--- src/rtl/ipi_pkg.sv ---
package ipi_pkg;

    localparam int DW = 32;

    // register byte offsets
    localparam logic [7:0] OFS_TRIG = 8'h00;
    localparam logic [7:0] OFS_OBS  = 8'h04;
    localparam logic [7:0] OFS_STAT = 8'h10;
    localparam logic [7:0] OFS_MASK = 8'h14;
    localparam logic [7:0] OFS_ENA  = 8'h18;
    localparam logic [7:0] OFS_DIS  = 8'h1C;

    typedef struct packed {
        logic trig;
        logic obs;
        logic stat;
        logic mask;
        logic ena;
        logic dis;
    } reg_sel_t;

    typedef struct packed {
        logic [DW-1:0] trig;
        logic [DW-1:0] stat;
        logic [DW-1:0] mask;
        logic          irq;
        logic [DW-1:0] rdata;
        logic          rvalid;
    } ipi_state_t;

    function automatic int count_set(logic [DW-1:0] m);
        int c;
        c = 0;
        for (int b = 0; b < DW; b++) begin
            if (m[b]) c++;
        end
        return c;
    endfunction

    function automatic int nth_set_bit(logic [DW-1:0] m, int n);
        int c;
        int r;
        c = 0;
        r = 0;
        for (int b = 0; b < DW; b++) begin
            if (m[b]) begin
                if (c == n) r = b;
                c++;
            end
        end
        return r;
    endfunction

endpackage

--- src/rtl/ipi_decode.sv ---
module ipi_decode #(
    parameter int ADDR_W = 8
) (
    input  logic              req_valid,
    input  logic              req_write,
    input  logic [ADDR_W-1:0] req_addr,
    output ipi_pkg::reg_sel_t wr_sel,
    output ipi_pkg::reg_sel_t rd_sel,
    output logic              rd_req
);
    import ipi_pkg::*;

    reg_sel_t hit;

    always_comb begin
        hit.trig = (req_addr == ADDR_W'(OFS_TRIG));
        hit.obs  = (req_addr == ADDR_W'(OFS_OBS));
        hit.stat = (req_addr == ADDR_W'(OFS_STAT));
        hit.mask = (req_addr == ADDR_W'(OFS_MASK));
        hit.ena  = (req_addr == ADDR_W'(OFS_ENA));
        hit.dis  = (req_addr == ADDR_W'(OFS_DIS));
        wr_sel   = (req_valid && req_write)  ? hit : '0;
        rd_sel   = (req_valid && !req_write) ? hit : '0;
        rd_req   = req_valid && !req_write;
    end

endmodule

--- src/rtl/ipi_bit_map.sv ---
module ipi_bit_map #(
    parameter logic [31:0] WORD_MASK  = 32'h0F0F_0301,
    parameter int          NUM_AGENTS = 11
) (
    input  logic [31:0]           word,
    output logic [NUM_AGENTS-1:0] agents
);
    for (genvar k = 0; k < NUM_AGENTS; k++) begin : g_agent
        localparam int POS = ipi_pkg::nth_set_bit(WORD_MASK, k);
        assign agents[k] = word[POS];
    end

endmodule

--- src/rtl/ipi_regblock.sv ---
module ipi_regblock #(
    parameter int          ADDR_W     = 8,
    parameter logic [31:0] VALID_MASK = 32'h0F0F_0301,
    parameter logic [31:0] MASK_RST   = 32'h0F0F_0301,
    localparam int         NUM_AGENTS = ipi_pkg::count_set(VALID_MASK)
) (
    input  logic                  clk,
    input  logic                  rst_n,
    input  logic                  req_valid,
    input  logic                  req_write,
    input  logic [ADDR_W-1:0]     req_addr,
    input  logic [31:0]           req_wdata,
    output logic                  rsp_valid,
    output logic [31:0]           rsp_rdata,
    input  logic [31:0]           src_in,
    input  logic [31:0]           obs_in,
    output logic [NUM_AGENTS-1:0] trig_pulse,
    output logic [NUM_AGENTS-1:0] obs_out,
    output logic                  irq
);
    import ipi_pkg::*;

    localparam ipi_state_t RESET_STATE = '{
        trig:   '0,
        stat:   '0,
        mask:   MASK_RST & VALID_MASK,
        irq:    1'b0,
        rdata:  '0,
        rvalid: 1'b0
    };

    reg_sel_t   wr_sel;
    reg_sel_t   rd_sel;
    logic       rd_req;
    ipi_state_t st_d;
    ipi_state_t st_q;
    logic [31:0] wmask;
    logic [31:0] clr_bits;
    logic [31:0] rd_mux;

    ipi_decode #(.ADDR_W(ADDR_W)) u_decode (
        .req_valid (req_valid),
        .req_write (req_write),
        .req_addr  (req_addr),
        .wr_sel    (wr_sel),
        .rd_sel    (rd_sel),
        .rd_req    (rd_req)
    );

    always_comb begin
        st_d     = st_q;
        wmask    = req_wdata & VALID_MASK;

        // trigger: live for one cycle only
        st_d.trig = wr_sel.trig ? wmask : '0;

        // status: source set wins over write-1-to-clear
        clr_bits  = wr_sel.stat ? wmask : '0;
        st_d.stat = (st_q.stat & ~clr_bits) | (src_in & VALID_MASK);

        // mask: only through strobe words
        if (wr_sel.ena) begin
            st_d.mask = st_q.mask & ~wmask;
        end
        if (wr_sel.dis) begin
            st_d.mask = st_q.mask | wmask;
        end

        st_d.irq = |(st_q.stat & ~st_q.mask);

        rd_mux = '0;
        if (rd_sel.obs) begin
            rd_mux = obs_in & VALID_MASK;
        end
        if (rd_sel.stat) begin
            rd_mux = st_q.stat;
        end
        if (rd_sel.mask) begin
            rd_mux = st_q.mask;
        end
        st_d.rvalid = rd_req;
        st_d.rdata  = rd_req ? rd_mux : '0;
    end

    always_ff @(posedge clk or negedge rst_n) begin
        if (!rst_n) begin
            st_q <= RESET_STATE;
        end else begin
            st_q <= st_d;
        end
    end

    ipi_bit_map #(.WORD_MASK(VALID_MASK), .NUM_AGENTS(NUM_AGENTS)) u_trig_map (
        .word   (st_q.trig),
        .agents (trig_pulse)
    );

    ipi_bit_map #(.WORD_MASK(VALID_MASK), .NUM_AGENTS(NUM_AGENTS)) u_obs_map (
        .word   (st_q.stat),
        .agents (obs_out)
    );

    assign irq       = st_q.irq;
    assign rsp_valid = st_q.rvalid;
    assign rsp_rdata = st_q.rdata;

endmodule

--- config.mk ---
export PLATFORM = sky130hd
export DESIGN_NAME = ipi_regblock
export DESIGN_NICKNAME = d
export VERILOG_FILES = /design/src/rtl/ipi_pkg.sv /design/src/rtl/ipi_decode.sv /design/src/rtl/ipi_bit_map.sv /design/src/rtl/ipi_regblock.sv
export SDC_FILE = /design/constraint.sdc
export NUM_CORES = 1
export LEC_CHECK = 0
export BUFFER_PORTS_ARGS = -buffer_cell sky130_fd_sc_hd__buf_2
export CAP_MARGIN = 20
export CORE_MARGIN = 1
export CORE_UTILIZATION = 45
export DETAILED_ROUTE_END_ITERATION = 12
export PLACE_DENSITY = 0.89
export SYNTH_ARGS = -nofsm -noshare
export SYNTH_HDL_FRONTEND = slang
export SYNTH_SLANG_ARGS = --single-unit
--- constraint.sdc ---
create_clock -name clk -period 1.6 [get_ports clk]
set_input_delay 0.48 -clock clk [delete_from_list [all_inputs] [get_ports clk]]
set_output_delay 0.48 -clock clk [all_outputs]
set_load 0.005 [all_outputs]
==> impl_metrics.toml, run 1 <==
[synthesis]
ys_ff_latch = 46
synthCells = 239
yosysSeqAreaShare_pct = 47.3
synth-edff-count = 0
syn-mean-instance-area_um2 = 10.3
async_flop_share_pct = 100
yosysWarnings = 0
synth-main-ff-cell = "dfrtp_1"
netlist_area_um2 = 2460
synth_cell_types = 31

[worst_setup_path]
arrival_ns = 1.93
cp.required_ns = 1.83
crit_chain = "buf_6 -> or4b_4 -> nor3b_4 -> nor3b_4 -> buf_6 -> and2_4"
cp_max_fo = 5
start_kind = "primary input"
worstSetupPathType = "in -> reg"
regToRegEndpoint = "irq$_DFF_PN0_"
max_stage_delay_ns = 0.56
slowest_stage = "or4b_4"
crit_family = "simple AND/OR/NAND/NOR gates"
worst_r2r_path_depth = 4
worst_setup_path_end_kind = "register"
regToRegSetupSlack_ns = 0.41
crit_buf_inv = 2
crit_start = "req_addr[3]"

[global_routing]
antenna_found_initial = 0
gr-total-overflow = 0
grt_pass1_wl_mm = 8.56
grt_pass1_vias = 1766
grt_max_degree = 47
grt_use_total_pct = 19.0

[route]
vias = 1754
wl_per_cell_um = 14.7
drt-pass1-iter-count = 4
drtAntennaViolNets = 0
drc = 0
wirelength_mm = 5.36
drt_iter0_markers = 39
viasPerCell = 4.81

[die]
num_rows = 26
fp.dieW_um = 76.0
io_pins = 164
die-height_um = 76.0
initial_utilization_pct = 47.6
die-area_um2 = 5770
design.core.area_um2 = 5170

[run_status]
failed_checks = "setup timing"
status = "finished with violations"

[timing]
finalHoldViolCount = 0
finalSetupViolCount = 31
tns_ns = -1.47
fmax_mhz = 590
fin_crit_ns = 1.70
worst_slack_ns = -0.0961
fin_crit_sh_pct = 106
slew_viol_final = 0
fin_worst_skew_ns = 0.00591
grt_setup_unrepaired = "true"

[power_and_ir_drop]
power_frac_seq_pct = 56.1
p_sw_share_pct = 23.6
power.leakage_uw = 0.00143
clock_power_share_pct = 33.9
peakVddDrop_uv = 445
p_per_area_nw_per_um2 = 713
intPower_uw = 1610
switching_power_uw = 499
comb_power_share_pct = 10.0

[cells_and_area]
drive_gt1_share_pct = 49.5
seqCellArea_um2 = 1160
fillers = 479
syn2layout_area_growth_pct = 20.1
multi_input_area_um2 = 1010
stdcell_area_um2 = 2960
fin_nets = 402
diodes = 0

[place]
place.gp.congestion = 0.842
place_ws_ns = -0.447
hpwl_mm = 3.77
port_buffers = 79
place_area_um2 = 2730

[cts]
clk_latency_ns = 0.29
cts_inserted_buffers = 5
cts-root-buf = "clkbuf_8"
h-tree-depth = 2
clockBufferDepth = 2
cts_sinks = 46
clkSlewWorstSetupHoldPaths_ns = 0.08
tritoncts = "built"

[flow_run]
cap_violations = 0

[hold_path]
hp-class = "in -> async"
layout make-up:
type                    instances  share of cell area, %
inverters                       8                   1.02
clock inverters                 1                  0.169
well taps                      70                   2.96
repair buffers                 93                   19.5
flip-flops and latches         46                   39.4
multi-input cells             140                   34.1
clock buffers                   7                   2.92
layer usage:
metal | GRT usage [%] | wire length [um] | vias up
li1 | - | - | 828
met1 | 23.2 | 2160 | 846
met2 | 33.4 | 2830 | 74
met3 | 4.07 | 303 | 6
met4 | 6.54 | 68 | 0
met5 | 0 | 0 | -
cells in the mapped netlist, types with 2 or more instances:
master,count,share of area [%]
nand2b_1,3,0.76
inv_1,8,1.2
clkbuf_1,6,0.91
dfstp_2,11,12
and2_1,11,2.8
a21oi_1,11,2.2
mux2_2,11,5.0
nor4_2,10,5.1
dfrtp_1,35,36
nor3_1,2,0.41
nand2_1,12,1.8
a21o_1,11,3.4
buf_2,3,0.61
buf_4,54,16
nand3_1,12,2.4
nor2_1,22,3.4
nor3b_2,2,1.0
o22ai_1,2,0.51
through the flow:
stage / power [uW] / utilization (%) / std cells / hold slack [ns]
detailed placement: 1400 / 52.7 / 356 / 0.485
global placement: 1390 / 52.7 / 356 / 0.477
global route: 2200 / 57.2 / 365 / 0.165
CTS: 2130 / 55.6 / 365 / 0.164
finish: 2110 / 57.2 / 365 / 0.159
floorplan: 1310 / - / 259 / 0.184
repair_timing:
action                     4_1_cts  5_1_grt
gates resized for setup          9       10
setup buffers                    1        0
gates cloned                     0        1
setup endpoints to repair       31       29
pin swaps                        3        0
hold buffers                     0        0
placed cells by master, fill, tap and decap left out, types with 2 or more instances in the layout:
| master | instances |
|---|---|
| nand3_2 | 5 |
| o22ai_1 | 2 |
| nand2b_1 | 3 |
| nand3_1 | 7 |
| conb_1 | 21 |
| clkbuf_8 | 6 |
| and2_1 | 8 |
| nor3_1 | 2 |
| mux2_2 | 11 |
| nor2_1 | 22 |
| buf_2 | 77 |
| a21oi_1 | 11 |
| nand2_1 | 12 |
| buf_6 | 4 |
| nor3b_4 | 2 |
| dfstp_2 | 11 |
| and2_4 | 3 |
| buf_4 | 8 |
| nor4_4 | 8 |
| buf_12 | 3 |
| inv_1 | 8 |
| nor4_2 | 2 |
| dfrtp_1 | 35 |
| a21o_1 | 11 |
kinds of logic after synthesis:
family,synth area share (%)
mux,5.03
flops,47.3
compound gates,6.86
other cells,0.152
simple gates,20.8
buf+inv,19.9
worst max path at each step:
stage                     slack, ns                      to  cells after the start
after global routing          -0.14     st_q[125]$_DFF_PN0_                      6
after detailed placement      -0.45      st_q[98]$_DFF_PN0_                      6
final                          -0.1     st_q[107]$_DFF_PN0_                      6
after global placement        -0.41     st_q[125]$_DFF_PN0_                      6
after floorplan               -0.17  rsp_rdata[0]$_DFF_PN0_                      4
after CTS                     -0.05     st_q[107]$_DFF_PN0_                      6
power by group through the flow:
stage | sequential, uW | combinational [uW] | clock [uW]
after CTS | 1180 | 202 | 740
final | 1180 | 210 | 715
after detailed placement | 1210 | 194 | 0
after global placement | 1210 | 186 | 0
after global routing | 1190 | 234 | 784
after floorplan | 1200 | 108 | 0
Power figures use the tool's default switching activity.
==> inputs of run 2 (changes only) <==
--- a/config.mk
+++ b/config.mk
@@ -10,7 +10,7 @@
 export CORE_MARGIN = 1
 export CORE_UTILIZATION = 45
 export DETAILED_ROUTE_END_ITERATION = 12
-export PLACE_DENSITY = 0.89
+export PLACE_DENSITY = 0.91
 export SYNTH_ARGS = -nofsm -noshare
 export SYNTH_HDL_FRONTEND = slang
 export SYNTH_SLANG_ARGS = --single-unit
==> impl_metrics.toml, run 2 (synthesis gave the netlist of run 1 again) <==
[power_and_ir_drop]
p_sw_share_pct = 22.9
p_per_area_nw_per_um2 = 734
power_frac_seq_pct = 53.5
switching_power_uw = 507
comb_power_share_pct = 9.8
clock_power_share_pct = 36.6
peakVddDrop_uv = 530
intPower_uw = 1700
power.leakage_uw = 0.00145

[place]
port_buffers = 79
place_ws_ns = -0.402
hpwl_mm = 3.82
place.gp.congestion = 0.791

[worst_setup_path]
max_stage_delay_ns = 0.55
worstSetupPathType = "in -> reg"
crit_chain = "buf_6 -> or4b_4 -> or3_4 -> buf_12 -> nor4_4"
cp_max_fo = 5
slowest_stage = "or4b_4"
worst_setup_path_end_kind = "register"
start_kind = "primary input"
cp.required_ns = 1.79
crit_buf_inv = 2
crit_family = "simple AND/OR/NAND/NOR gates"
arrival_ns = 1.88

[die]
design.core.area_um2 = 5170
die-height_um = 76.0
initial_utilization_pct = 47.6
fp.dieW_um = 76.0
io_pins = 164
die-area_um2 = 5770
num_rows = 26

[cts]
cts-root-buf = "clkbuf_8"
cts_inserted_buffers = 5
tritoncts = "built"
cts_sinks = 46
clk_latency_ns = 0.29
h-tree-depth = 2
clockBufferDepth = 2
clkSlewWorstSetupHoldPaths_ns = 0.08

[timing]
tns_ns = -1.47
fin_crit_sh_pct = 106
fin_worst_skew_ns = 0.00459
grt_setup_unrepaired = "true"
worst_slack_ns = -0.0882
slew_viol_final = 0
finalHoldViolCount = 0
fmax_mhz = 592
fin_crit_ns = 1.69
finalSetupViolCount = 29

[cells_and_area]
diodes = 0
fillers = 468
seqCellArea_um2 = 1160
mostFrequentLayoutCell = "buf_2"
multi_input_area_um2 = 1020
syn2layout_area_growth_pct = 22.4
final_cell_mix = "buf_2, dfrtp_1, nor2_1"
drive_gt1_share_pct = 50.3
fin_nets = 407

[route]
wirelength_mm = 5.26
viasPerCell = 4.75
drtAntennaViolNets = 0
drt-pass1-iter-count = 4
drc = 0
wl_per_cell_um = 14.2
drt_iter0_markers = 55
vias = 1758

[run_status]
failed_checks = "setup timing"
status = "finished with violations"

[global_routing]
grt_pass1_wl_mm = 8.48
grt_use_total_pct = 19.0
grt_max_degree = 47
gr-total-overflow = 0
grt_pass1_vias = 1710
antenna_found_initial = 0

[hold_path]
hp-class = "in -> async"

[flow_run]
cap_violations = 0
## run 2: layout make-up
| class | instances | share of cell area [%] |
|---|---|---|
| tap | 70 | 2.91 |
| timing repair buffer | 98 | 19.8 |
| inverter | 8 | 0.997 |
| multi-input combinational | 140 | 34.0 |
| sequential | 46 | 38.7 |
| clock buffer | 8 | 3.65 |
## run 2: final timing paths
path | from | to | slack (ns) | depth (start not counted)
setup / recovery | req_addr[3] | rsp_rdata[24]$_DFF_PN0_ | -0.09 | 5
hold / removal | rst_n | rsp_rdata[0]$_DFF_PN0_ | 0.15 | 2
setup reg to reg | register | irq$_DFF_PN0_ | 0.26 | 4
hold reg to reg | st_q[66]$_DFF_PN0_ | st_q[66]$_DFF_PN0_ | 0.55 | 1
max in group asynchronous | rst_n | asynchronous set/reset pin | 1.16 | 2
min in group clk | src_in[19] | st_q[85]$_DFF_PN0_ | 0.36 | 2
## run 2: per-stage QoR
| stage | std cells | util (%) | area [um^2] | hold slack (ns) | power [uW] |
|---|---|---|---|---|---|
| finish | 370 | 58.2 | 3010 | 0.152 | 2210 |
| global route | 370 | 58.2 | 3010 | 0.163 | 2310 |
| global placement | 360 | 53.3 | 2760 | 0.476 | 1390 |
| detailed placement | 360 | 53.3 | 2760 | 0.484 | 1400 |
| CTS | 369 | 56.9 | 2940 | 0.166 | 2230 |
| floorplan | 259 | - | 2580 | 0.184 | 1310 |
## run 2: power groups by stage
stage | registers [uW] | logic (uW) | clock network [uW]
after CTS | 1180 | 209 | 836
after detailed placement | 1210 | 197 | 0
final | 1180 | 217 | 810
after global placement | 1210 | 190 | 0
after floorplan | 1200 | 108 | 0
after global routing | 1190 | 240 | 884
## run 2: timing repair
item,in CTS,in global routing
setup buffers,1,2
pin swaps,3,2
resized for setup,10,9
setup endpoints to repair,29,32
hold buffers,0,0
gates cloned,0,0
## run 2: layer usage
layer | GRT usage [%] | vias up | wire length [um]
met3 | 2.87 | 5 | 285
li1 | - | 836 | -
met5 | 0 | - | 0
met2 | 34.4 | 77 | 2700
met1 | 23.8 | 840 | 2230
met4 | 4.62 | 0 | 40
